<file path="config.mk">
export PLATFORM = sky130hd
export DESIGN_NAME = rgb_pwm
export DESIGN_NICKNAME = d
export VERILOG_FILES = /design/src/rtl/rgb_pwm_pkg.sv /design/src/rtl/rgb_pwm_timebase.sv /design/src/rtl/rgb_pwm_chan.sv /design/src/rtl/rgb_pwm.sv
export SDC_FILE = /design/constraint.sdc
export NUM_CORES = 1
export LEC_CHECK = 0
export BUFFER_PORTS_ARGS = -buffer_cell sky130_fd_sc_hd__buf_4
export CAP_MARGIN = 25
export CELL_PAD_IN_SITES_DETAIL_PLACEMENT = 1
export CELL_PAD_IN_SITES_GLOBAL_PLACEMENT = 2
export CORE_MARGIN = 4
export CORE_UTILIZATION = 38
export DETAILED_ROUTE_END_ITERATION = 10
export GPL_TIMING_DRIVEN = 0
export PLACE_DENSITY_LB_ADDON = 0.3
export SYNTH_ARGS = -nofsm -noshare
export SYNTH_HDL_FRONTEND = slang
export SYNTH_SLANG_ARGS = --single-unit
</file>
<file path="constraint.sdc">
create_clock -name clk -period 2 [get_ports clk]
set_clock_uncertainty 0.05 [all_clocks]
set_input_delay 0.1 -clock clk [delete_from_list [all_inputs] [get_ports clk]]
set_output_delay 0.1 -clock clk [all_outputs]
set_load 0.1 [all_outputs]
</file>
<file path="src/rtl/rgb_pwm_pkg.sv">
package rgb_pwm_pkg;
    localparam int unsigned PWM_W_DEF = 12;
    localparam int unsigned NUM_CH    = 3;

    typedef enum logic [1:0] {
        CH_RED   = 2'd0,
        CH_GREEN = 2'd1,
        CH_BLUE  = 2'd2
    } ch_e;
endpackage

</file>
<file path="src/rtl/rgb_pwm_timebase.sv">
// Shared period counter plus the polarity bit latched at each boundary.
module rgb_pwm_timebase #(
    parameter int unsigned W = 12
) (
    input  logic         clk,
    input  logic         rst_n,
    input  logic         clk_en,
    input  logic         pol_in,
    output logic [W-1:0] cnt_q,
    output logic         started_q,
    output logic         pol_q,
    output logic         boundary
);
    localparam logic [W-1:0] CNT_MAX = '1;

    typedef struct packed {
        logic [W-1:0] cnt;
        logic         started;
        logic         pol;
    } tb_state_t;

    tb_state_t st_d, st_q;

    assign boundary = clk_en && (st_q.cnt == CNT_MAX);

    always_comb begin
        st_d = st_q;
        if (clk_en) begin
            st_d.cnt = st_q.cnt + 1'b1;
        end
        if (boundary) begin
            st_d.started = 1'b1;
            st_d.pol     = pol_in;
        end
    end

    always_ff @(posedge clk or negedge rst_n) begin
        if (!rst_n) begin
            st_q <= '{cnt: CNT_MAX, started: 1'b0, pol: 1'b0};
        end else begin
            st_q <= st_d;
        end
    end

    assign cnt_q     = st_q.cnt;
    assign started_q = st_q.started;
    assign pol_q     = st_q.pol;
endmodule

</file>
<file path="src/rtl/rgb_pwm_chan.sv">
// One channel: active duty register loaded at the boundary, plus compare.
module rgb_pwm_chan #(
    parameter int unsigned W = 12
) (
    input  logic         clk,
    input  logic         rst_n,
    input  logic         load,
    input  logic [W-1:0] duty_in,
    input  logic [W-1:0] cnt,
    input  logic         run,
    input  logic         level_pol,
    output logic [W-1:0] duty_q,
    output logic         pwm
);
    typedef struct packed {
        logic [W-1:0] duty;
    } ch_state_t;

    ch_state_t st_d, st_q;
    logic      on_w;

    always_comb begin
        st_d = st_q;
        if (load) begin
            st_d.duty = duty_in;
        end
    end

    always_ff @(posedge clk or negedge rst_n) begin
        if (!rst_n) begin
            st_q <= '0;
        end else begin
            st_q <= st_d;
        end
    end

    assign on_w   = run && (cnt < st_q.duty);
    assign pwm    = on_w ^ level_pol;
    assign duty_q = st_q.duty;
endmodule

</file>
<file path="src/rtl/rgb_pwm.sv">
module rgb_pwm #(
    parameter int unsigned CNT_W = rgb_pwm_pkg::PWM_W_DEF
) (
    input  logic             clk,
    input  logic             rst_n,
    input  logic             clk_en,
    input  logic             pol_low,
    input  logic [CNT_W-1:0] duty_r,
    input  logic [CNT_W-1:0] duty_g,
    input  logic [CNT_W-1:0] duty_b,
    output logic             pwm_r,
    output logic             pwm_g,
    output logic             pwm_b
);
    localparam int unsigned NCH   = rgb_pwm_pkg::NUM_CH;
    localparam int unsigned I_RED = int'(rgb_pwm_pkg::CH_RED);
    localparam int unsigned I_GRN = int'(rgb_pwm_pkg::CH_GREEN);
    localparam int unsigned I_BLU = int'(rgb_pwm_pkg::CH_BLUE);

    logic [CNT_W-1:0]          cnt_w;
    logic                      started_w;
    logic                      pol_w;
    logic                      boundary_w;
    logic                      run_w;
    logic                      lvl_w;
    logic [NCH-1:0][CNT_W-1:0] duty_in_w;
    logic [NCH-1:0][CNT_W-1:0] duty_act_w;
    logic [NCH-1:0]            pwm_w;

    assign duty_in_w[I_RED] = duty_r;
    assign duty_in_w[I_GRN] = duty_g;
    assign duty_in_w[I_BLU] = duty_b;

    rgb_pwm_timebase #(.W(CNT_W)) u_timebase (
        .clk       (clk),
        .rst_n     (rst_n),
        .clk_en    (clk_en),
        .pol_in    (pol_low),
        .cnt_q     (cnt_w),
        .started_q (started_w),
        .pol_q     (pol_w),
        .boundary  (boundary_w)
    );

    // Idle (reset, sleep, before first period): deasserted level from the pin.
    assign run_w = rst_n && clk_en && started_w;
    assign lvl_w = run_w ? pol_w : pol_low;

    for (genvar ch = 0; ch < NCH; ch++) begin : g_chan
        rgb_pwm_chan #(.W(CNT_W)) u_chan (
            .clk       (clk),
            .rst_n     (rst_n),
            .load      (boundary_w),
            .duty_in   (duty_in_w[ch]),
            .cnt       (cnt_w),
            .run       (run_w),
            .level_pol (lvl_w),
            .duty_q    (duty_act_w[ch]),
            .pwm       (pwm_w[ch])
        );
    end

    assign pwm_r = pwm_w[I_RED];
    assign pwm_g = pwm_w[I_GRN];
    assign pwm_b = pwm_w[I_BLU];
endmodule

</file>
* Word level (Yosys, flattened, before mapping)
Index checks and enable logic that the tools add are counted.
** Word-level totals
- Bits in registers :: 50
- Bits in latches :: 0
- Memory bits (writable) :: 0
- Bits in read-only memories :: 0
- Bits of input ports :: 40
- Output and inout port bits :: 3
- Memories kept :: 0
** Operators by class
- Add/sub/neg operators :: 1
- Multipliers :: 0
- Div/mod/pow operators :: 0
- Magnitude comparators :: 3
- Eq/ne operators :: 1
- Shifts and indexed selects :: 0
- Multiplexer cells :: 1
- Bitwise logic cells :: 3
- Reduce and logical (&&, ||, !) cells :: 6
** Operators with widths (count)
- $lt A12 B12 Y1 :: 3
- $add A12 B1 Y12 const B :: 1
- $eq A12 B12 Y1 const B :: 1
- $logic_and A1 B1 Y1 :: 6
- $xor A1 B1 Y1 :: 3
- $mux W1 :: 1

* Logic depth before layout (Yosys ltp)
Gate-level depths: netlist of run 1.
- Depth in word-level cells :: 4
- Gate-level depth with buffers :: 7

* Hierarchy
Synthesis of run 1 repeated with hierarchy kept, for this count alone.
** Unflattened totals
- Cells, all modules :: 284
- Area total of the unflattened synthesis :: 2846.5 µm²
** By module, submodules not included
- rgb_pwm_chan :: times used 3, cells each 77, area an instance 726.9 µm², seq. area each 300.3 µm²
- rgb_pwm_timebase :: times used 1, cells each 51, area an instance 639.4 µm², seq. area each 365.4 µm²
- rgb_pwm :: times used 1, cells each 2, area an instance 26.3 µm², seq. area each 0.0 µm²

* Worst setup path before layout of run 1
No wires, ideal clock.
- Path kind :: register to output
- Start point :: register u_timebase.st_q, in the netlist u_timebase.cnt_q[7]
- End point :: output port pwm_b
- Arrival time :: 2.870 ns
- Data required time :: 1.850 ns
- Path slack :: -1.020 ns
- Cell stages (with the launch flop) :: 7
- Path through :: dfstp_2 ha_1 a21oi_1 nor2_1 a2111oi_0 o311ai_1 xor2_1
** On the way
- Cells in the longest elaborated chain, start to end :: 3
** Ends and longest elaborated chain
- start: declaration :: line rgb_pwm_timebase.sv:22 : tb_state_t st_d, st_q;
- start signal: assignment :: line rgb_pwm_timebase.sv:39 : st_q <= '{cnt: CNT_MAX, started: 1'b0, pol: 1'b0};
- start signal: assignment :: line rgb_pwm_timebase.sv:41 : st_q <= st_d;
- $lt A12 B12 Y1 :: line rgb_pwm_chan.sv:37 : assign on_w = run && (cnt < st_q.duty);
- $logic_and A1 B1 Y1 :: line rgb_pwm_chan.sv:37
- $xor A1 B1 Y1 :: line rgb_pwm_chan.sv:38 : assign pwm = on_w ^ level_pol;
- end: declaration :: line rgb_pwm.sv:13 : output logic pwm_b
Every way passes these cells.

* Worst setup path in the final report of run 1
Same ends and word-level chain as after synthesis.

==> flow_metrics.tcl, run 1 <==
set metrics [dict create \
    hold_viol 0 \
    antenna_found_initial 0 \
    p_per_area_nw_per_um2 670.2 \
    place_congestion 0.6975 \
    drt-wirelength-per-cell_um 16.06 \
    fmax_mhz 409.3 \
    setup_viol 3 \
    worstPathMaxFanout 6 \
    cp_slowest_cell "dfstp_2" \
    vias 2163 \
    ir_worst_vdd_v 0.0004012 \
    crit_family "compound AO/OA/AOI/OAI gates" \
    final_antenna_net_count 0 \
    intPower_mw 1.895 \
    syn_area_per_cell_um2 11.89 \
    cts.path.max_buffers 2 \
    numCtsBuffers 5 \
    syn_nets 316 \
    syn_area_um2 2878 \
    power_frac_seq_pct 45.2 \
    tightest_slew_ns 0.7153 \
    syn2layout_area_growth_pct 47.52 \
    rows 31 \
    cts_sinks 50 \
    place_hpwl_um 4519 \
    post_drt_via_cell_ratio 4.872 \
    arrival_ns 2.29 \
    wl_um 7132 \
    drive_above_1_share_pct 40.58 \
    critPathMaxStageDelay_ns 0.55 \
    status "finished, violations left" \
    worst-setup-path-type "reg -> out" \
    grt_first_pass_wirelength_um 11790 \
    crit_path_cell_trace "buf_4, ha_1, a21oi_1, nor2_1, a2111oi_4, o311ai_4, xor2_4, buf_12" \
    antennaDiodeCount 0 \
    relSlewSlack_pct 52.16 \
    p_leak_nw 1.969 \
    endpoint_kind "output port" \
    root_buffer "clkbuf_8" \
    drc_errors 0 \
    cts_tree "yes" \
    period_needed_ns 2.443 \
    rsz0062_at_grt "yes" \
    fillerInstances 775 \
    layout_commonest_cell "buf_4" \
    firstDrtPassIters 4 \
    io_buffer_count 42 \
    fin_crit_sh_pct 122.2 \
    slew_violations 0 \
    die_h_um 95.03 \
    initial_utilization_pct 39.46 \
    core_um2 7292 \
    ys_seq_elements 50 \
    ios 43 \
    synth.distinct_cells 31 \
    p_sw_mw 0.9508 \
    drt_iter0_markers 36 \
    pwr-share-comb_pct 34.4 \
    grt_usage_pct 17.39 \
    grt_pass1_vias 2362 \
    final_cell_mix "buf_4 (50), dlygate4sd3_1 (39), dfrtp_1 (38), inv_1 (33), ha_1 (30)" \
    h-tree-depth 2 \
    p_clk_share_pct 20.3 \
    timing.max_cap.violations 0 \
    die_area_um2 9030 \
    startpoint_type "register" \
    violations "negative setup slack" \
    clk_latency_ns 0.30 \
    swShare_pct 33.42 \
    die_width_um 95.03 \
    worst-path-buf-inv 2 \
    clk_pin_slew_ns 0.09 \
    tns_ns -1.263 \
    yosysWarningCount 0 \
    grt_start_max_net_pins 39 \
    cp.required_ns 1.85 \
    grt.overflow.total 0 \
    layout.core_utilization_pct 58.22 \
    yosysSeqAreaShare_pct 44.00 \
    setup_slack_ns -0.4432 \
    finalNetCount 418 \
    postSynthCellCount 242 \
    worst-r2r-setup-slack_ns 0.01 \
    min-delay-path-class "in -> reg" \
]
## layer usage
layer,track usage (%),vias up,wire length (um)
met5,0,-,0
met1,20.31,1079,3028
met4,5.288,0,97
met2,31.83,30,3786
li1,-,1048,-
met3,3.631,6,218
## worst reg2reg max path, stage by stage, from the launching register on
cell and delay [ns]:
dfstp_2 0.61, buf_6 0.13, and3_4 0.18, and3_4 0.22, nand3_4 0.09, buf_12 0.15, buf_12 0.15, mux2_4 0.31
## cells by family after synthesis
family	Yosys count	synth area share, %
and+or+nand+nor	44	8.174
muxes	39	17.70
AOI/OAI and AO/OA	24	5.435
buffers and inverters	37	5.652
DFF	50	44.00
adders and majority gates	34	14.78
xor gates and xnor gates	14	4.261
## through the flow
stage | hold WS [ns] | instances | power [mW] | area, um2 | setup WS [ns]
floorplan | -0.2456 | 242 | 1.729 | 2970 | -0.2123
global placement | 0.1235 | 383 | 1.959 | 3410 | -0.5030
detailed placement | 0.1325 | 383 | 1.998 | 3410 | -0.5583
CTS | 0.008054 | 444 | 2.817 | 4161 | -0.5121
global route | 0.02753 | 444 | 3.053 | 4245 | -0.5332
finish | 0.02675 | 444 | 2.845 | 4245 | -0.4432
## sequential cells by signal (all words and copies together), names as in the netlist
signal	flops
g_chan.u_chan.duty_q	36
u_timebase.cnt_q	12
u_timebase.pol_q	1
u_timebase.started_q	1
## cells in the mapped netlist, drive strengths merged
library cell / number / area (um2)
dfrtp: 38 / 950.9
mux2: 38 / 499.2
ha: 34 / 425.4
inv: 33 / 123.9
dfstp: 12 / 315.3
nand2: 10 / 37.54
a21oi: 9 / 45.04
nand3: 9 / 50.05
nand4: 8 / 50.05
xnor2: 8 / 70.07
nor2: 6 / 22.52
xor2: 6 / 52.55
buf: 4 / 38.78
o21ai: 4 / 20.02
a2111oi: 3 / 26.28
a21o: 3 / 22.52
and3: 3 / 23.77
a41oi: 2 / 17.52
nand2b: 2 / 12.51
nor2b: 2 / 12.51
o311ai: 2 / 17.52
a211oi: 1 / 7.510
and4: 1 / 8.760
mux2i: 1 / 10.01
nor3: 1 / 5.000
nor4: 1 / 6.260
or2: 1 / 6.260
## path summary, 6_finish.rpt
check	end	from	depth (start not counted)
worst max-delay path	pwm_b	u_timebase.cnt_q[7]$_DFFE_PN1P_	8
worst min-delay path	u_timebase.cnt_q[2]$_DFFE_PN1P_	clk_en	3
worst max register to register	g_chan[1].u_chan.duty_q[8]$_DFFE_PN0P_	u_timebase.cnt_q[2]$_DFFE_PN1P_	7
worst min register to register	u_timebase.started_q$_DFFE_PN0P_	u_timebase.started_q$_DFFE_PN0P_	1
max in group asynchronous	g_chan[1].u_chan.duty_q[0]$_DFFE_PN0P_	rst_n	3
min in group asynchronous	u_timebase.cnt_q[8]$_DFFE_PN1P_	rst_n	2
## cell type report
| class | instances | area (um2) | area share (%) |
|---|---|---|---|
| inverters | 33 | 123.9 | 2.918 |
| repair buffers | 95 | 868.3 | 20.45 |
| plain buffers | 4 | 65.06 | 1.533 |
| well taps | 99 | 123.9 | 2.918 |
| flip-flops and latches | 50 | 1266 | 29.83 |
| clock buffers | 8 | 80.08 | 1.886 |
| multi-input cells | 155 | 1718 | 40.47 |
## what timing repair did
| item | CTS | global route |
|---|---|---|
| gates resized for setup | 29 | 13 |
| pin swaps | 8 | 7 |
| hold buffers | 40 | 0 |
| setup buffers | 13 | 0 |
| endpoints found under the setup margin | 4 | 27 |
| endpoints found under the hold margin | 76 | 0 |
## power by group through the flow
stage / registers (mW) / logic, mW / clock network (mW)
after detailed placement: 1.31 / 0.690 / 0
after global routing: 1.31 / 1.10 / 0.650
after floorplan: 1.25 / 0.484 / 0
after CTS: 1.28 / 0.920 / 0.613
after global placement: 1.31 / 0.651 / 0
final: 1.29 / 0.979 / 0.578
(Power assumes the default switching activity.)
==> run 2, diff against run 1 <==
Settings changed: SKIP_LAST_GASP set to 1.
==> run 2 against run 1 <==
The run still ends with negative setup slack left; register-to-register slack worse by 0.02 ns; largest cell class unchanged; final cell count unchanged; power down 0.24%.
==> flow_metrics.tcl, run 2 (synthesis gave the netlist of run 1 again) <==
set metrics [dict create \
    min-delay-path-class "in -> reg" \
    fin_crit_sh_pct 122.0 \
    slew_violations 0 \
    violations "negative setup slack" \
    worst-setup-path-type "reg -> out" \
    crit_path_start "u_timebase.cnt_q[1]$_DFFE_PN1P_" \
    io_buffer_count 42 \
    numCtsBuffers 5 \
    worst-r2r-setup-slack_ns -0.01 \
    drive_above_1_share_pct 40.00 \
    largest_reg_flops 36 \
    relSlewSlack_pct 52.58 \
    ir_worst_vdd_v 0.0004009 \
    final_cell_mix "buf_4 (51), dlygate4sd3_1 (39), dfrtp_1 (38), inv_1 (33), ha_1 (30)" \
    p_leak_nw 1.962 \
    period_needed_ns 2.439 \
    grt_usage_pct 17.39 \
    rsz0062_at_grt "yes" \
    min_from "clk_en" \
    grt_first_pass_wirelength_um 11790 \
    layout_commonest_cell "buf_4" \
    cp.required_ns 1.85 \
    final_antenna_net_count 0 \
    tightest_slew_ns 0.7089 \
    antennaDiodeCount 0 \
    setup_slack_ns -0.4391 \
    endpoint_kind "output port" \
    syn2layout_area_growth_pct 46.35 \
    die_width_um 95.03 \
    drt-wirelength-per-cell_um 16.03 \
    root_buffer "clkbuf_8" \
    grt_start_max_net_pins 39 \
    cts_tree "yes" \
    firstDrtPassIters 4 \
    cts_sinks 50 \
    fmax_mhz 410.0 \
    r2r-start "u_timebase.cnt_q[2]$_DFFE_PN1P_" \
    p_per_area_nw_per_um2 674.0 \
    h-tree-depth 2 \
    finalNetCount 418 \
    setup_viol 19 \
    status "finished, violations left" \
    wl_um 7116 \
    timing.max_cap.violations 0 \
    regArea_um2 1266 \
    drc_errors 0 \
    drt_iter0_markers 31 \
    grt.overflow.total 0 \
    vias 2164 \
    rows 31 \
    core_um2 7292 \
    place_hpwl_um 4519 \
    fillerInstances 779 \
    worstPathMaxFanout 7 \
    post_drt_via_cell_ratio 4.874 \
    clk_pin_slew_ns 0.09 \
    hold_ws_ns 0.02588 \
    arrival_ns 2.29 \
    antenna_found_initial 0 \
    layout.core_utilization_pct 57.76 \
    cts.path.max_buffers 2 \
    die_area_um2 9030 \
    ios 43 \
    die_h_um 95.03 \
    place_congestion 0.6975 \
    initial_utilization_pct 39.46 \
    hold_viol 0 \
    clk_latency_ns 0.30 \
    startpoint_type "register" \
    multi_input_comb_area_um2 1702 \
    grt_pass1_vias 2362 \
]
[run 2: cell types whose count changed in the layout (fill, tap and decap cells not counted)]
cell and change:
buf_12 -2, and3_1 +1, and3_4 -1, buf_4 +1, buf_8 +1, nand3_2 +1
nand3_4 -1, o21ai_1 +1, o21ai_2 -1
[run 2: stage by stage]
| step | total power [mW] | cells | setup TNS, ns | worst slack (ns) | area (um2) |
|---|---|---|---|---|---|
| finish | 2.838 | 444 | -1.401 | -0.4391 | 4212 |
| global route | 3.046 | 444 | -2.804 | -0.5556 | 4212 |
| CTS | 2.817 | 444 | -1.508 | -0.5121 | 4161 |
| detailed placement | 1.998 | 383 | -1.649 | -0.5583 | 3410 |
| global placement | 1.959 | 383 | -1.504 | -0.5030 | 3410 |
| floorplan | 1.729 | 242 | -0.4303 | -0.2123 | 2970 |
[run 2: path summary, 6_finish.rpt]
kind / cells past startpoint / end
max in group asynchronous: 3 / g_chan[1].u_chan.duty_q[0]$_DFFE_PN0P_
worst min-delay path: 3 / u_timebase.cnt_q[2]$_DFFE_PN1P_
worst max register to register: 7 / g_chan[1].u_chan.duty_q[8]$_DFFE_PN0P_
worst max-delay path: 7 / pwm_r
min in group asynchronous: 2 / u_timebase.cnt_q[8]$_DFFE_PN1P_
worst min register to register: 1 / u_timebase.started_q$_DFFE_PN0P_
[run 2: layer usage]
layer	track usage, %	routed length [um]
met1	20.31	3021
met3	3.631	229
met4	5.288	97
met5	0	0
met2	31.83	3767
[run 2: layout make-up]
cell class,count,area share (%)
plain buffers,4,1.218
clock buffers,8,1.901
inverters,33,2.941
multi-input cells,155,40.40
flip-flops and latches,50,30.07
well taps,99,2.941
repair buffers,95,20.53
[run 2: where the power goes]
group          internal [mW]  switching (mW)  leakage [nW]
registers               1.13           0.157         0.656
clock network          0.250           0.329        0.0395
logic                  0.512           0.460          1.27
total                   1.89           0.946          1.96
[run 2: timing repair]
action | in CTS | in global routing
setup endpoints to repair | 4 | 27
buffers inserted | 13 | 0
hold endpoints to repair | 76 | 0
pin swaps | 8 | 6
hold buffers | 40 | 0
resized for setup | 29 | 6
[run 2: critical path, stage by stage, from the launching register on]
cell and delay [ns]:
dfstp_2 0.65, ha_1 0.17, nand2_1 0.05, o21ai_1 0.20
a41oi_2 0.19, o311ai_4 0.36, xor2_4 0.19, buf_12 0.19
==> run 3, diff against run 2 <==
Settings changed: CELL_PAD_IN_SITES_DETAIL_PLACEMENT 1 to unset, CELL_PAD_IN_SITES_GLOBAL_PLACEMENT 2 to unset, CORE_UTILIZATION 38 to 57, SLEW_MARGIN set to 10.
==> run 3 against run 2 <==
The run still ends with negative setup slack left; count of clock-buffer cells in the layout fell by 3; combinational power rose by 47%; final cell count fell by 3.2%; clock power rose by 35%; flip-flop and latch count did not move; critical path type unchanged; largest power group is now combinational logic.
==> flow_metrics.tcl, run 3 (synthesis gave the netlist of run 1 again) <==
set metrics [dict create \
    firstDrtPassIters 7 \
    drt_iter0_markers 391 \
    p_leak_nw 2.093 \
    violations "negative setup slack" \
    grt_start_max_net_pins 39 \
    arrival_ns 2.58 \
    p_per_area_nw_per_um2 781.8 \
    startpoint_type "register" \
    antenna_found_initial 1 \
    ir_worst_vdd_v 0.0008636 \
    h-tree-depth 2 \
    io_buffer_count 42 \
    final_cell_mix "buf_4 (62), dlygate4sd3_1 (39), dfrtp_1 (38), inv_1 (33), ha_1 (22)" \
    initial_utilization_pct 59.74 \
    final_antenna_net_count 0 \
    relSlewSlack_pct 42.80 \
    slew_violations 0 \
    vias 2860 \
    rows 25 \
    grt_usage_pct 28.43 \
    ios 43 \
    whs_endpoint "u_timebase.cnt_q[2]$_DFFE_PN1P_" \
    fmax_mhz 365.8 \
    cts_sinks 50 \
    tightest_slew_ns 0.8552 \
    cp.required_ns 1.85 \
    drt-met1-wl_um 4279 \
    rr_endpoint "g_chan[0].u_chan.duty_q[10]$_DFFE_PN0P_" \
    r2r_cells 7 \
    timing.max_cap.violations 0 \
    cp_slowest_cell "dfstp_2" \
    min_from "clk_en" \
    drc_errors 0 \
    worstPathMaxFanout 6 \
    post_drt_via_cell_ratio 6.651 \
    crit_family "compound AO/OA/AOI/OAI gates" \
    worst-path-buf-inv 1 \
    met3_length_um 1331 \
    met2_length_um 6263 \
    layout.core_utilization_pct 94.00 \
    clk_latency_ns 0.33 \
    cts_tree "yes" \
    drt-wirelength-per-cell_um 30.62 \
    fillerInstances 140 \
    period_needed_ns 2.734 \
    die_width_um 79.06 \
    setup_slack_ns -0.7340 \
    die_area_um2 6250 \
    layout_commonest_cell "buf_4" \
    die_h_um 79.06 \
    hold_depth 3 \
    worst-r2r-setup-slack_ns -0.22 \
    place_congestion 0.7357 \
    r2r-start "u_timebase.cnt_q[5]$_DFFE_PN1P_" \
    finalPower_mw 3.540 \
    status "finished, violations left" \
    core_um2 4817 \
    critPathMaxStageDelay_ns 0.66 \
    postLayoutCellArea_um2 4528 \
    fin_crit_sh_pct 136.7 \
    wl_um 13170 \
    dp_slack_ns -0.4913 \
    finalNetCount 435 \
    root_buffer "clkbuf_8" \
    top_layer "met4" \
    place_hpwl_um 4143 \
    rsz0062_at_grt "yes" \
    setup_viol 42 \
    place_area_um2 3369 \
    min-delay-path-class "in -> reg" \
    grt_first_pass_wirelength_um 13240 \
    endpoint_kind "output port" \
    largest_reg_flops 36 \
    numCtsBuffers 5 \
    crit_path_cell_trace "ha_1, a21oi_1, o21ai_2, a41oi_2, o311ai_4, xor2_4, buf_12" \
    drive_above_1_share_pct 47.79 \
    cts.path.max_buffers 2 \
    clk_pin_slew_ns 0.10 \
    hold_viol 0 \
    worst-setup-path-type "reg -> out" \
    hold_ws_ns 0.04022 \
    syn2layout_area_growth_pct 57.35 \
    grt_pass1_vias 2632 \
    grt.overflow.total 0 \
]
run 3: worst max-delay path by stage:
| stage | cells past startpoint | slack, ns | to | start |
|---|---|---|---|---|
| 4_1_cts | 8 | -0.52 | pwm_r | u_timebase.cnt_q[11]$_DFFE_PN1P_ |
| 3_3_place_gp | 5 | -0.43 | pwm_r | rst_n |
| 3_5_place_dp | 5 | -0.49 | pwm_b | rst_n |
| 5_1_grt | 7 | -0.73 | pwm_b | u_timebase.cnt_q[2]$_DFFE_PN1P_ |
| 2_1_floorplan | 6 | -0.21 | pwm_b | u_timebase.cnt_q[7]$_DFFE_PN1P_ |
| 6_report | 7 | -0.73 | pwm_b | u_timebase.cnt_q[2]$_DFFE_PN1P_ |
run 3: worst register-to-register path, stage by stage, from the launching register on:
cell and delay [ns]:
dfstp_2 0.66, buf_4 0.17, and4_4 0.26, and3_4 0.22, nand3_4 0.11, buf_8 0.17, buf_8 0.16, mux2_4 0.32
run 3: layout make-up:
cell class                      count  area [um2]  share of cell area (%)
Multi-Input combinational cell    155        1847                   40.78
Clock buffer                        5       68.82                   1.520
Clock inverter                      3       47.55                   1.050
Timing Repair Buffer              112        1028                   22.71
Inverter                           33       123.9                   2.736
Tap cell                           67       83.83                   1.851
Sequential cell                    50        1266                   27.96
Antenna cell                        1       2.502                 0.05526
Buffer                              4       60.06                   1.326
run 3: metal layers:
layer	global-route usage (%)	vias up
li1	-	1082
met1	31.02	1383
met2	51.94	273
met3	6.463	122
met4	13.06	0
met5	0	-
run 3: metrics by stage:
stage                     cells  setup TNS [ns]
after floorplan             242         -0.4303
after global placement      351          -1.300
after detailed placement    351          -1.459
after CTS                   414          -2.111
after global routing        430          -9.620
final                       430          -8.938
run 3: power by group:
part	total, mW	internal, mW	switching [mW]
Combinational	1.43	0.670	0.759
Sequential	1.33	1.13	0.193
Clock	0.784	0.380	0.403
run 3: timing repair:
action / 4_1_cts / 5_1_grt
buffers inserted: 15 / 14
endpoints found under the hold margin: 76 / 0
pin swaps: 21 / 12
setup endpoints to repair: 3 / 40
resized for setup: 39 / 24
hold buffers: 40 / 0
gates cloned: 0 / 1
